### src/rtl/qarb_pkg.sv
package qarb_pkg;
  localparam int QOS_W = 4;
  localparam logic [QOS_W-1:0] QOS_TOP = '1;

  typedef enum logic { CLS_LO = 1'b0, CLS_HI = 1'b1 } cls_e;

  function automatic cls_e qos_class(input logic [QOS_W-1:0] q);
    return (q == QOS_TOP) ? CLS_HI : CLS_LO;
  endfunction
endpackage

### src/rtl/qarb_class_split.sv
module qarb_class_split
  import qarb_pkg::*;
#(
  parameter int N = 3
) (
  input  logic [N-1:0]       req_valid,
  input  logic [N*QOS_W-1:0] req_qos,
  output logic [N-1:0]       hi_req,
  output logic [N-1:0]       lo_req
);
  for (genvar i = 0; i < N; i++) begin : g_lane
    logic is_hi;
    assign is_hi     = (qos_class(req_qos[i*QOS_W +: QOS_W]) == CLS_HI);
    assign hi_req[i] = req_valid[i] & is_hi;
    assign lo_req[i] = req_valid[i] & ~is_hi;
  end
endmodule

### src/rtl/qarb_rr_pick.sv
module qarb_rr_pick #(
  parameter int N  = 3,
  localparam int IW = (N > 1) ? $clog2(N) : 1
) (
  input  logic [N-1:0]  req,
  input  logic [IW-1:0] ptr,
  output logic [N-1:0]  pick_oh,
  output logic [IW-1:0] pick_idx,
  output logic          pick_any
);
  always_comb begin
    pick_oh  = '0;
    pick_idx = '0;
    pick_any = 1'b0;
    for (int k = 0; k < N; k++) begin
      int j;
      j = int'(ptr) + k;
      if (j >= N) j = j - N;
      if (!pick_any && req[j]) begin
        pick_any   = 1'b1;
        pick_oh[j] = 1'b1;
        pick_idx   = j[IW-1:0];
      end
    end
  end
endmodule

### src/rtl/qarb_class_arb.sv
module qarb_class_arb
  import qarb_pkg::*;
#(
  parameter int N  = 3,
  localparam int IW = (N > 1) ? $clog2(N) : 1
) (
  input  logic               clk,
  input  logic               rst_n,
  input  logic [N-1:0]       req_valid,
  input  logic [N*QOS_W-1:0] req_qos,
  input  logic               dn_ready,
  output logic [N-1:0]       gnt,
  output logic [IW-1:0]      gnt_idx,
  output logic               gnt_hi
);
  logic [N-1:0]  hi_req, lo_req;
  logic [N-1:0]  hi_oh, lo_oh;
  logic [IW-1:0] hi_idx, lo_idx;
  logic          hi_any, lo_any;
  logic [IW-1:0] hi_ptr, lo_ptr;
  logic          take_hi, take_lo;

  function automatic logic [IW-1:0] wrap_next(input logic [IW-1:0] w);
    return (int'(w) == N - 1) ? '0 : w + 1'b1;
  endfunction

  qarb_class_split #(.N(N)) u_split (
    .req_valid (req_valid),
    .req_qos   (req_qos),
    .hi_req    (hi_req),
    .lo_req    (lo_req)
  );

  qarb_rr_pick #(.N(N)) u_pick_hi (
    .req (hi_req), .ptr (hi_ptr),
    .pick_oh (hi_oh), .pick_idx (hi_idx), .pick_any (hi_any)
  );

  qarb_rr_pick #(.N(N)) u_pick_lo (
    .req (lo_req), .ptr (lo_ptr),
    .pick_oh (lo_oh), .pick_idx (lo_idx), .pick_any (lo_any)
  );

  // accepted-grant events, named for the checks below
  assign take_hi = dn_ready & hi_any;
  assign take_lo = dn_ready & ~hi_any & lo_any;

  always_comb begin
    gnt     = '0;
    gnt_idx = '0;
    gnt_hi  = 1'b0;
    if (take_hi) begin
      gnt     = hi_oh;
      gnt_idx = hi_idx;
      gnt_hi  = 1'b1;
    end else if (take_lo) begin
      gnt     = lo_oh;
      gnt_idx = lo_idx;
    end
  end

  always_ff @(posedge clk) begin
    if (!rst_n) begin
      hi_ptr <= '0;
      lo_ptr <= '0;
    end else begin
      if (take_hi) hi_ptr <= wrap_next(hi_idx);
      if (take_lo) lo_ptr <= wrap_next(lo_idx);
    end
  end

  AST_GNT_ONEHOT: assert property (@(posedge clk) disable iff (!rst_n)
    $onehot0(gnt));
  AST_GNT_IDX_MATCH: assert property (@(posedge clk) disable iff (!rst_n)
    (gnt != '0) |-> gnt[gnt_idx]);
  AST_GNT_IN_VALID: assert property (@(posedge clk) disable iff (!rst_n)
    (gnt & ~req_valid) == '0);
  AST_HI_FIRST: assert property (@(posedge clk) disable iff (!rst_n)
    (dn_ready && (hi_req != '0)) |-> ((gnt & hi_req) != '0));
  AST_NO_GNT_NOT_READY: assert property (@(posedge clk) disable iff (!rst_n)
    !dn_ready |-> (gnt == '0));
  AST_PTR_HOLD_IDLE: assert property (@(posedge clk) disable iff (!rst_n)
    (gnt == '0) |=> ($stable(hi_ptr) && $stable(lo_ptr)));
  AST_LO_PTR_ISOLATED: assert property (@(posedge clk) disable iff (!rst_n)
    gnt_hi |=> $stable(lo_ptr));
  AST_HI_PTR_ISOLATED: assert property (@(posedge clk) disable iff (!rst_n)
    ((gnt != '0) && !gnt_hi) |=> $stable(hi_ptr));
endmodule

### src/rtl/qos_port_arbiter.sv
module qos_port_arbiter
  import qarb_pkg::*;
#(
  parameter int N_PORTS   = 3,
  parameter int N_ENTRIES = 4,
  localparam int PW = (N_PORTS > 1)   ? $clog2(N_PORTS)   : 1,
  localparam int EW = (N_ENTRIES > 1) ? $clog2(N_ENTRIES) : 1
) (
  input  logic                       clk,
  input  logic                       rst_n,
  input  logic [N_PORTS-1:0]         port_valid,
  input  logic [N_PORTS*QOS_W-1:0]   port_qos,
  input  logic                       alloc_ready,
  output logic [N_PORTS-1:0]         port_grant,
  output logic [PW-1:0]              port_grant_idx,
  output logic                       port_grant_hi,
  input  logic [N_ENTRIES-1:0]       entry_valid,
  input  logic [N_ENTRIES*QOS_W-1:0] entry_qos,
  input  logic                       issue_ready,
  output logic [N_ENTRIES-1:0]       issue_grant,
  output logic [EW-1:0]              issue_grant_idx,
  output logic                       issue_grant_hi
);
  // allocation: choose among request ports
  qarb_class_arb #(.N(N_PORTS)) u_port_arb (
    .clk       (clk),
    .rst_n     (rst_n),
    .req_valid (port_valid),
    .req_qos   (port_qos),
    .dn_ready  (alloc_ready),
    .gnt       (port_grant),
    .gnt_idx   (port_grant_idx),
    .gnt_hi    (port_grant_hi)
  );

  // issue: same policy over tracker entries, own pointers
  qarb_class_arb #(.N(N_ENTRIES)) u_issue_arb (
    .clk       (clk),
    .rst_n     (rst_n),
    .req_valid (entry_valid),
    .req_qos   (entry_qos),
    .dn_ready  (issue_ready),
    .gnt       (issue_grant),
    .gnt_idx   (issue_grant_idx),
    .gnt_hi    (issue_grant_hi)
  );
endmodule

### config.mk
export PLATFORM = sky130hd
export DESIGN_NAME = qos_port_arbiter
export DESIGN_NICKNAME = d
export VERILOG_FILES = /design/src/rtl/qarb_pkg.sv /design/src/rtl/qarb_class_split.sv /design/src/rtl/qarb_rr_pick.sv /design/src/rtl/qarb_class_arb.sv /design/src/rtl/qos_port_arbiter.sv
export SDC_FILE = /design/constraint.sdc
export NUM_CORES = 1
export LEC_CHECK = 0
export ABC_AREA = 1
export BUFFER_PORTS_ARGS = -buffer_cell sky130_fd_sc_hd__buf_2
export CAP_MARGIN = 20
export CORE_MARGIN = 5
export CORE_UTILIZATION = 51
export DETAILED_ROUTE_END_ITERATION = 10
export PLACE_DENSITY = 0.79
export SYNTH_ARGS = -nofsm -noshare
export SYNTH_HDL_FRONTEND = slang
export SYNTH_HIERARCHICAL = 1
export SYNTH_SLANG_ARGS = --single-unit
export TNS_END_PERCENT = 50
### constraint.sdc
create_clock -name clk -period 2.21 [get_ports clk]
set_input_delay 0.1105 -clock clk [delete_from_list [all_inputs] [get_ports clk]]
set_output_delay 0.1105 -clock clk [all_outputs]
set_load 0.01 [all_outputs]
Word level (Yosys, flattened, before mapping)
Cells that the tools add are included.

Add/subtract/negate cells: 28. $mul: 0. Divide/modulo/power cells: 0. Magnitude comparators: 42. Equal/unequal tests: 11. Shift-type cells: 0. Mux-type cells: 147. Bitwise operators: 39. Reductions and logical operators: 34.

Operator list (count): >= comparator 32 x 1 -> 1 bit, second input constant (14); less-than comparator 32 x 4 -> 1 bit, second input constant (14); two-way mux 32 bit (14); two-way mux 1 bit (65); two-way mux 2 bit (22); two-way mux 4 bit (10); binary-select mux 1 bit (select 2 bit) (14); demux 1 bit (select 2 bit) (14); equality test 4 bit, second input constant (7); logical AND 1 bit (24); two-way mux 3 bit (8); OR 4 bit (6); subtractor 3 x 3 -> 4 bit, second input constant (6); AND 1 bit (20); adder 2 x 2 -> 3 bit, second input constant (6); >= comparator 3 bit, second input constant (6); subtractor 3 x 2 -> 4 bit, second input constant (4); adder 2 x 1 -> 3 bit, second input constant (4); >= comparator 3 x 2 -> 1 bit, second input constant (4); OR 3 bit (4); zero test 1 bit (10); inverter 1 bit (9); adder 2 x 1 -> 2 bit, second input constant (4); subtractor 2 x 3 -> 4 bit, second input constant (2); 5 further kinds (10).

Register bits after elaboration: 8. Bits in latches: 0. Memory bits (writable): 0. ROM bits: 0. Input bits: 39. Output and inout port bits: 13. Logic and storage cells: 305. Memories kept: 0.

Depth between registers and ports, before layout
Gate-level depths: netlist (run 1).

Depth in word-level cells: 21. Depth in mapped cells: 16. Depth with buffers taken out: 16.

By module
Netlist (run 1), hierarchy kept.

Modules (own cells, without submodules): qarb_rr_pick (u_port_arb.u_pick_hi ...) (times used 2, cells each 61, area an instance 320.3 µm², seq. area each 0.0 µm²); qarb_rr_pick (u_issue_arb.u_pick_lo) (times used 1, cells each 77, area an instance 478.0 µm², seq. area each 0.0 µm²); qarb_rr_pick (u_issue_arb.u_pick_hi) (times used 1, cells each 77, area an instance 460.4 µm², seq. area each 0.0 µm²); qarb_class_arb (u_port_arb) (times used 1, cells each 43, area an instance 276.5 µm², seq. area each 80.1 µm²); qarb_class_arb (u_issue_arb) (times used 1, cells each 46, area an instance 271.5 µm², seq. area each 80.1 µm²); qarb_class_split (u_issue_arb.u_split) (times used 1, cells each 24, area an instance 115.1 µm², seq. area each 0.0 µm²); qarb_class_split (u_port_arb.u_split) (times used 1, cells each 18, area an instance 86.3 µm², seq. area each 0.0 µm²).

Worst setup path before layout (run 1)
No wires, ideal clock.

Kind: register to register. Start point: register u_issue_arb.hi_ptr[0]. End point: register u_issue_arb.hi_ptr[1]. Library setup time: 116 ps. Arrival time: 2090 ps. Data required time: 2094 ps. Setup slack: 4 ps. Stages on the path, launching flop included: 12. Path buffers: 0. Period minus slack after synthesis: 2206 ps. Cell sequence: dfxtp_1 inv_2 ha_1 inv_1 nand3_1 nand2_1 nor2_1 a21oi_1 nand3_1 ha_1 o21ai_0 nor2_1.

Cells in the longest elaborated chain, start to end: 17. Elaborated cells on any way between the ends: 45. Those cells by class: add/sub (8); order compare (4); eq/ne (1); mux (25); bitwise (1); reduce/logical (6).

Ends and longest elaborated chain: from (decl) (RTL line qarb_class_arb.sv:20) `logic [IW-1:0] hi_ptr, lo_ptr;`; from (signal assigned) (RTL line qarb_class_arb.sv:67) `if (take_hi) hi_ptr <= wrap_next(hi_idx);`; parallel branches: the longest is 14 deep, another holds subtractor 3 x 3 -> 4 bit; two-way mux 2 bit * (RTL line qarb_rr_pick.sv:19) `if (!pick_any && req[j]) begin`; named net u_issue_arb.hi_idx[0] (RTL line qarb_class_arb.sv:18) `logic [IW-1:0] hi_idx, lo_idx;`; adder 2 x 1 -> 2 bit / equality test 2 x 1 -> 1 bit (equally long branches) (RTL line qarb_class_arb.sv:24) `return (int'(w) == N - 1) ? '0 : w + 1'b1;`; two-way mux 2 bit * (RTL line qarb_class_arb.sv:24).

Mark *: on every way through the listed nets, which the timed path passes. The select of a mux whose other input is x is not followed. A chain may end at the register's enable or synchronous reset.

Final worst setup path (run 1)
Start point: register u_port_arb.hi_ptr[0]. End point: output port_grant_idx[0].

Cells in the longest elaborated chain, start to end: 17. Elaborated cells on any way between the ends: 36. Those cells by class: add/sub (5); order compare (3); mux (20); bitwise (4); reduce/logical (4).

Ends and longest elaborated chain: from (decl) (RTL line qarb_class_arb.sv:20); from (signal assigned) (RTL line qarb_class_arb.sv:67); parallel branches: the longest is 11 deep, another holds subtractor 3 x 2 -> 4 bit; two-way mux 1 bit * (RTL line qarb_rr_pick.sv:19); named net u_port_arb.hi_any (RTL line qarb_class_arb.sv:19) `logic hi_any, lo_any;`; inverter 1 bit (RTL line qarb_class_arb.sv:46) `assign take_lo = dn_ready & ~hi_any & lo_any;`; AND 1 bit (2 in a row) (RTL line qarb_class_arb.sv:46); two-way mux 2 bit (RTL line qarb_class_arb.sv:56) `end else if (take_lo) begin`; two-way mux 2 bit * (RTL line qarb_class_arb.sv:52) `if (take_hi) begin`; to (decl) (RTL line qos_port_arbiter.sv:15) `output logic [PW-1:0] port_grant_idx,`.

Marked as above.

==> results of run 1 <==
final cells by class:
type | instances | area, um2
Clock buffer | 3 | 41.3
Tap cell | 52 | 65.1
Fill cell | 418 | 1400
Multi-Input combinational cell | 327 | 2010
Timing Repair Buffer | 71 | 418
Sequential cell | 8 | 173
Inverter | 70 | 270
final timing paths:
kind                                              end                   from
worst max-delay path                port_grant_idx[0]   u_port_arb/hi_ptr[0]
worst max register to register  u_issue_arb/hi_ptr[1]  u_issue_arb/hi_ptr[1]
worst min-delay path             u_port_arb/lo_ptr[1]                  rst_n
worst min register to register   u_port_arb/hi_ptr[1]   u_port_arb/hi_ptr[1]
metrics by stage:
stage,area (um2),util [%]
finish,2980,68.0
global route,2980,68.0
CTS,2780,63.5
detailed placement,2710,61.8
global placement,2710,61.8
floorplan,2330,-
metal layers:
layer / share of wire [%] / vias to the layer above / routed length (um)
met2: 51 / 86 / 3190
met4: 0.91 / 0 / 57
li1: - / 1451 / -
met3: 5.5 / 6 / 343
met1: 43 / 1273 / 2680
met5: 0 / - / 0
sequential cells by signal (all words and copies together), names as in the netlist:
name / flops
u_issue_arb/hi_ptr: 2
u_port_arb/lo_ptr: 2
u_issue_arb/lo_ptr: 2
u_port_arb/hi_ptr: 2
worst max-delay path, cell delays in order, from the launching register on:
cell      delay, ns
dfxtp_4        0.35
inv_1          0.08
ha_4           0.31
inv_2          0.07
nand2_1        0.06
nand3_1        0.06
nand2_1        0.07
nand2_1        0.09
or2_4          0.28
nand2_4        0.09
clkinv_4       0.08
nand2_2        0.08
nand2_1        0.05
buf_2          0.13
where the power goes:
| group | switching (mW) | leakage [nW] | internal, mW |
|---|---|---|---|
| Combinational | 1.87 | 1.52 | 1.18 |
| Clock | 0.0552 | 0.0216 | 0.118 |
| Sequential | 0.0500 | 0.0683 | 0.203 |
what timing repair did:
action | 4_1_cts | 5_1_grt
resized for setup | 12 | 28
endpoints found under the setup margin | 12 | 13
pin swaps | 0 | 8
buffers inserted | 0 | 9
logic make-up after synthesis:
kind of cell	count (synthesis)	share of synthesized area, %
and+or+nand+nor	262	55.3
buffers and inverters	72	12.5
AOI/OAI and AO/OA	39	11.4
adders and majority gates	26	14.0
DFF	8	6.88
placed cells by master (no fill, tap or decap), drive strengths merged:
cell type  instances
nand2            143
a21boi             9
nand4             15
clkinv             3
o31ai              2
inv               67
ha                26
or2                2
buf               71
o21ai             14
nand3             58
nor3               7
a21oi             14
dfxtp              8
nor2              37
clkbuf             3
==> summary.txt, run 1 <==
GRT met2 Usage: 37.0%
Met3 Use GR: 2.08%
WS Path Type: flip-flop to output pin
NumNets Final: 546
Pre-Repair DR Iteration Count: 6
Top-count cell post-synth: nand2_1
Synth Net Count: 472
Max Root-Sink Buffers: 2
Yosys top cell area share: 19.3%
R2R cell count: 12
Row cnt: 24
I/O pin total: 52
VDD IR max: 0.825 mV
Final Worst Setup Slack: 0.0742 ns
Detailed-route vias per instance: 5.30
Core area: 4380 um2
Slew @ Worst Pin: 0.311 ns
Met1 usage: 23.2%
PortBufs: 51
Initial Util: 53.1%
Setup TNS: 0 ns
Synth Cell Area: 2330 um2
RSZ-0062 raised after global routing: true
Skew final: 0.00343 ns
Max FO, Critical Path: 7
Fraction of layout instances using a drive strength above 1: 33.2%
Dpl cells: 519
CTS root buf: clkbuf_8
Required @ worst endpoint: 2.10 ns
Startpoint Class: flip-flop
Drt wl/cell: 11.8 um
Fin cells: 531
H-tree Lvls: 1
Fin crit period: 2.14 ns
Post-synthesis register bit count: 8
CTS sink cnt: 8
Post-synthesis sequential area ratio: 6.88%
Chip height: 77.6 um
Yosys top cell by area: nand2_1
Routed Wire Length: 6.27 mm
Status: completed
Post-DRT Antenna Nets: 0
Hpwl dp: 4.81 mm
Chip Width: 77.6 um
Total Routing Usage GR: 19.6%
Ys flop type: dfxtp_1
ANT cells: 0
Vias in the first global route: 2,601
Min-Delay Path Class: input port to flip-flop
Post-route clock period utilization: 96.6%
Area contributors post-synth: nand2_1 (19%), ha_1 (14%), nand3_1 (11%)
Placement Setup Slack: 0.0592 ns
Tot Pwr: 3.47 mW
First-pass GRT wire length: 10.4 mm
Synth-to-layout area growth: 28.0%
Max frequency: 468 MHz
Remaining Overflow, GRT: 0
FF-to-FF setup slack: 0.23 ns
Busiest layer in global routing: met2
GPL Wtd Cong: 0.855
CTS Hold Buffers Added: 0
Final Slew Violations: 0
DR DRC count: 0
CTS tree: built
Initial antenna violation count: 0
# setup viols final: 0
CTS clk-pin slew, worst paths: 0.04 ns
Full die area: 6020 um2
DR vias: 2,816
P_leak: 1.61 nW
Ys async rst share: 0%
Number of flops mapped to enable cells by yosys: 0
Drt first-iter violations: 161
Pwr dens: 1170 nW/um2
Hold Fails Final Rpt: 0
Num CTS Buffers: 3
Cell variety after synth: 24
Clk_lat worst skew: 0.23 ns
Max-cap violation count: 0
Crit path DAT: 2.03 ns
Hold Crit Depth: 3
Average size of a mapped cell: 5.72 um2
Synthesized netlist cell count: 407
Yosys warns: 6
Worst Hold Slack: 0.187 ns
Slew Limit Headroom: 79.2%
Largest net degree at the start of global routing: 14
Most frequent cells after synthesis: nand2_1 (120), inv_1 (52), nand3_1 (51)
CP Capture Type: output pin
No activity file was read; power rests on OpenSTA's default activity.
==> inputs of run 2 (changes only) <==
--- a/config.mk
+++ b/config.mk
@@ -5,7 +5,6 @@
 export SDC_FILE = /design/constraint.sdc
 export NUM_CORES = 1
 export LEC_CHECK = 0
-export ABC_AREA = 1
 export BUFFER_PORTS_ARGS = -buffer_cell sky130_fd_sc_hd__buf_2
 export CAP_MARGIN = 20
 export CORE_MARGIN = 5
==> run 2 against run 1 <==
  * The run now ends with negative setup slack left
  * Synthesized cell count decreased by 31%
  * Clock-buffer cell count is 1 higher
  * Combinational power decreased by 48%
  * Maximum frequency is 15% lower
  * First-iteration DRC count up 20%
==> summary.txt, run 2 <==
Synth Cell Area: 2350 um2
I/O pin total: 52
CTS root buf: clkbuf_8
Most frequent cells in the layout: buf_2 (51), buf_4 (46), nor2_1 (22)
RSZ-0062 raised after global routing: true
Fraction of layout instances using a drive strength above 1: 42.8%
Status: complete, but fails checks
Required @ worst endpoint: 2.10 ns
Synthesized netlist cell count: 281
Total Routing Usage GR: 19.9%
GPL Wtd Cong: 0.877
Final core utilization: 69.2%
Clk_lat worst skew: 0.23 ns
Num CTS Buffers: 3
Ys async rst share: 0%
Ys flop type: dfxtp_1
Drt first-iter violations: 193
Final Slew Violations: 0
DR vias: 2,541
PortBufs: 51
CTS clk-pin slew, worst paths: 0.04 ns
Startpoint Class: flip-flop
CP top delay family: simple AND/OR/NAND/NOR gates
Yosys warns: 6
Skew final: 0.00591 ns
Drt wl/cell: 15.5 um
Min-Delay Path Class: input port to flip-flop
Crit path DAT: 2.40 ns
Post-route clock period utilization: 114%
CTS Hold Buffers Added: 0
Initial Util: 53.2%
Max FO, Critical Path: 6
Initial antenna violation count: 0
CP peak stage delay: 0.41 ns
CTS sink cnt: 8
# setup viols final: 16
Chip height: 77.8 um
Max frequency: 398 MHz
Final Worst Setup Slack: -0.301 ns
Full die area: 6060 um2
Post-synthesis register bit count: 8
Hpwl dp: 5.22 mm
Hold Fails Final Rpt: 0
Setup TNS: -2.34 ns
Core area: 4410 um2
H-tree Lvls: 1
Final Instance Area: 3060 um2
CTS tree: built
Max-cap violation count: 0
WS Path Type: flip-flop to output pin
P_leak: 1.34 nW
Failing checks: negative setup slack
Routed Wire Length: 6.53 mm
Slew @ Worst Pin: 0.420 ns
ANT cells: 0
Max Root-Sink Buffers: 2
Area contributors post-synth: ha_1 (14%), dfxtp_1 (6.8%), mux4_1 (5.6%)
VDD IR max: 0.538 mV
Vias in the first global route: 2,428
CP Capture Type: output pin
DR DRC count: 0
Pre-Repair DR Iteration Count: 4
Row cnt: 24
NumNets Final: 435
Yosys top cell by area: ha_1
Detailed-route vias per instance: 6.04
Largest net degree at the start of global routing: 13
Placed Area: 2890 um2
Commonest non-fill, non-tap cell in the layout: buf_2
Synth-to-layout area growth: 30.2%
Synth Net Count: 346
CP Cell Sequence: inv_6 -> ha_4 -> mux4_2 -> nor4b_4 -> nor2_1 -> a32o_2 -> buf_6 -> a22o_1 -> buf_2
First-pass GRT wire length: 10.4 mm
Average size of a mapped cell: 8.35 um2
Most frequent cells after synthesis: ha_1 (26), inv_1 (24), nor2_1 (22)
Yosys top cell area share: 13.9%
Remaining Overflow, GRT: 0
Fin crit period: 2.51 ns
Number of flops mapped to enable cells by yosys: 0
Cell variety after synth: 51
Critical path's slowest cell: dfxtp_4
Worst path bufs/invs: 3
Top-count cell post-synth: ha_1
Post-synthesis sequential area ratio: 6.82%
Chip Width: 77.8 um
Slew Limit Headroom: 71.7%
Pwr dens: 653 nW/um2
Post-DRT Antenna Nets: 0
## run 2: timing repair
action	CTS	global route
pin swaps	9	4
endpoints found under the setup margin	16	18
buffers inserted	5	2
gates resized for setup	23	17
## run 2: final timing paths
check,startpoint,endpoint,slack [ns],cells past startpoint
worst min-delay path,rst_n,u_issue_arb/hi_ptr[0],0.21,2
worst max-delay path,u_issue_arb/lo_ptr[0],issue_grant_idx[1],-0.30,9
worst min register to register,u_port_arb/lo_ptr[1],u_port_arb/lo_ptr[1],0.52,2
worst max register to register,u_issue_arb/lo_ptr[0],u_issue_arb/lo_ptr[0],-0.26,9
## run 2: layout make-up
cell class	instances	area [um2]
Fill cell	335	1360
Multi-Input combinational cell	233	2040
Tap cell	52	65.1
Inverter	24	97.6
Sequential cell	8	173
Clock buffer	4	45.0
Timing Repair Buffer	100	634
## run 2: where the power goes
part | total, mW | internal, mW | switching [mW]
Combinational | 1.59 | 0.811 | 0.775
Clock | 0.183 | 0.125 | 0.0579
Sequential | 0.226 | 0.176 | 0.0496
## run 2: logic make-up (layout without fill, tap and decap cells)
kind of cell | Yosys count | in the layout | synth area share (%)
multiplexers | 24 | 24 | 17.6
AND/OR/NAND/NOR | 91 | 91 | 23.3
flip-flops | 8 | 8 | 6.82
buffers and inverters | 40 | 128 | 10.0
adder cells (fa/ha/maj) | 26 | 26 | 13.9
AO/OA/AOI/OAI | 92 | 92 | 28.4
## run 2: metal layers
metal	track usage (%)	vias up	wire, um
li1	-	1244	-
met1	24.3	1208	2670
met2	36.4	77	3470
met3	3.01	12	290
met4	4.12	0	91
met5	0	-	0
## run 2: metrics by stage
| step | hold slack, ns | total power [mW] | setup WS, ns | cells |
|---|---|---|---|---|
| finish | 0.211 | 2.00 | -0.301 | 421 |
| global route | 0.218 | 2.13 | -0.369 | 421 |
| CTS | 0.210 | 1.89 | -0.251 | 419 |
| detailed placement | 0.450 | 1.60 | -0.276 | 410 |
| global placement | 0.441 | 1.56 | -0.142 | 410 |
| floorplan | 0.228 | 1.19 | -0.331 | 281 |
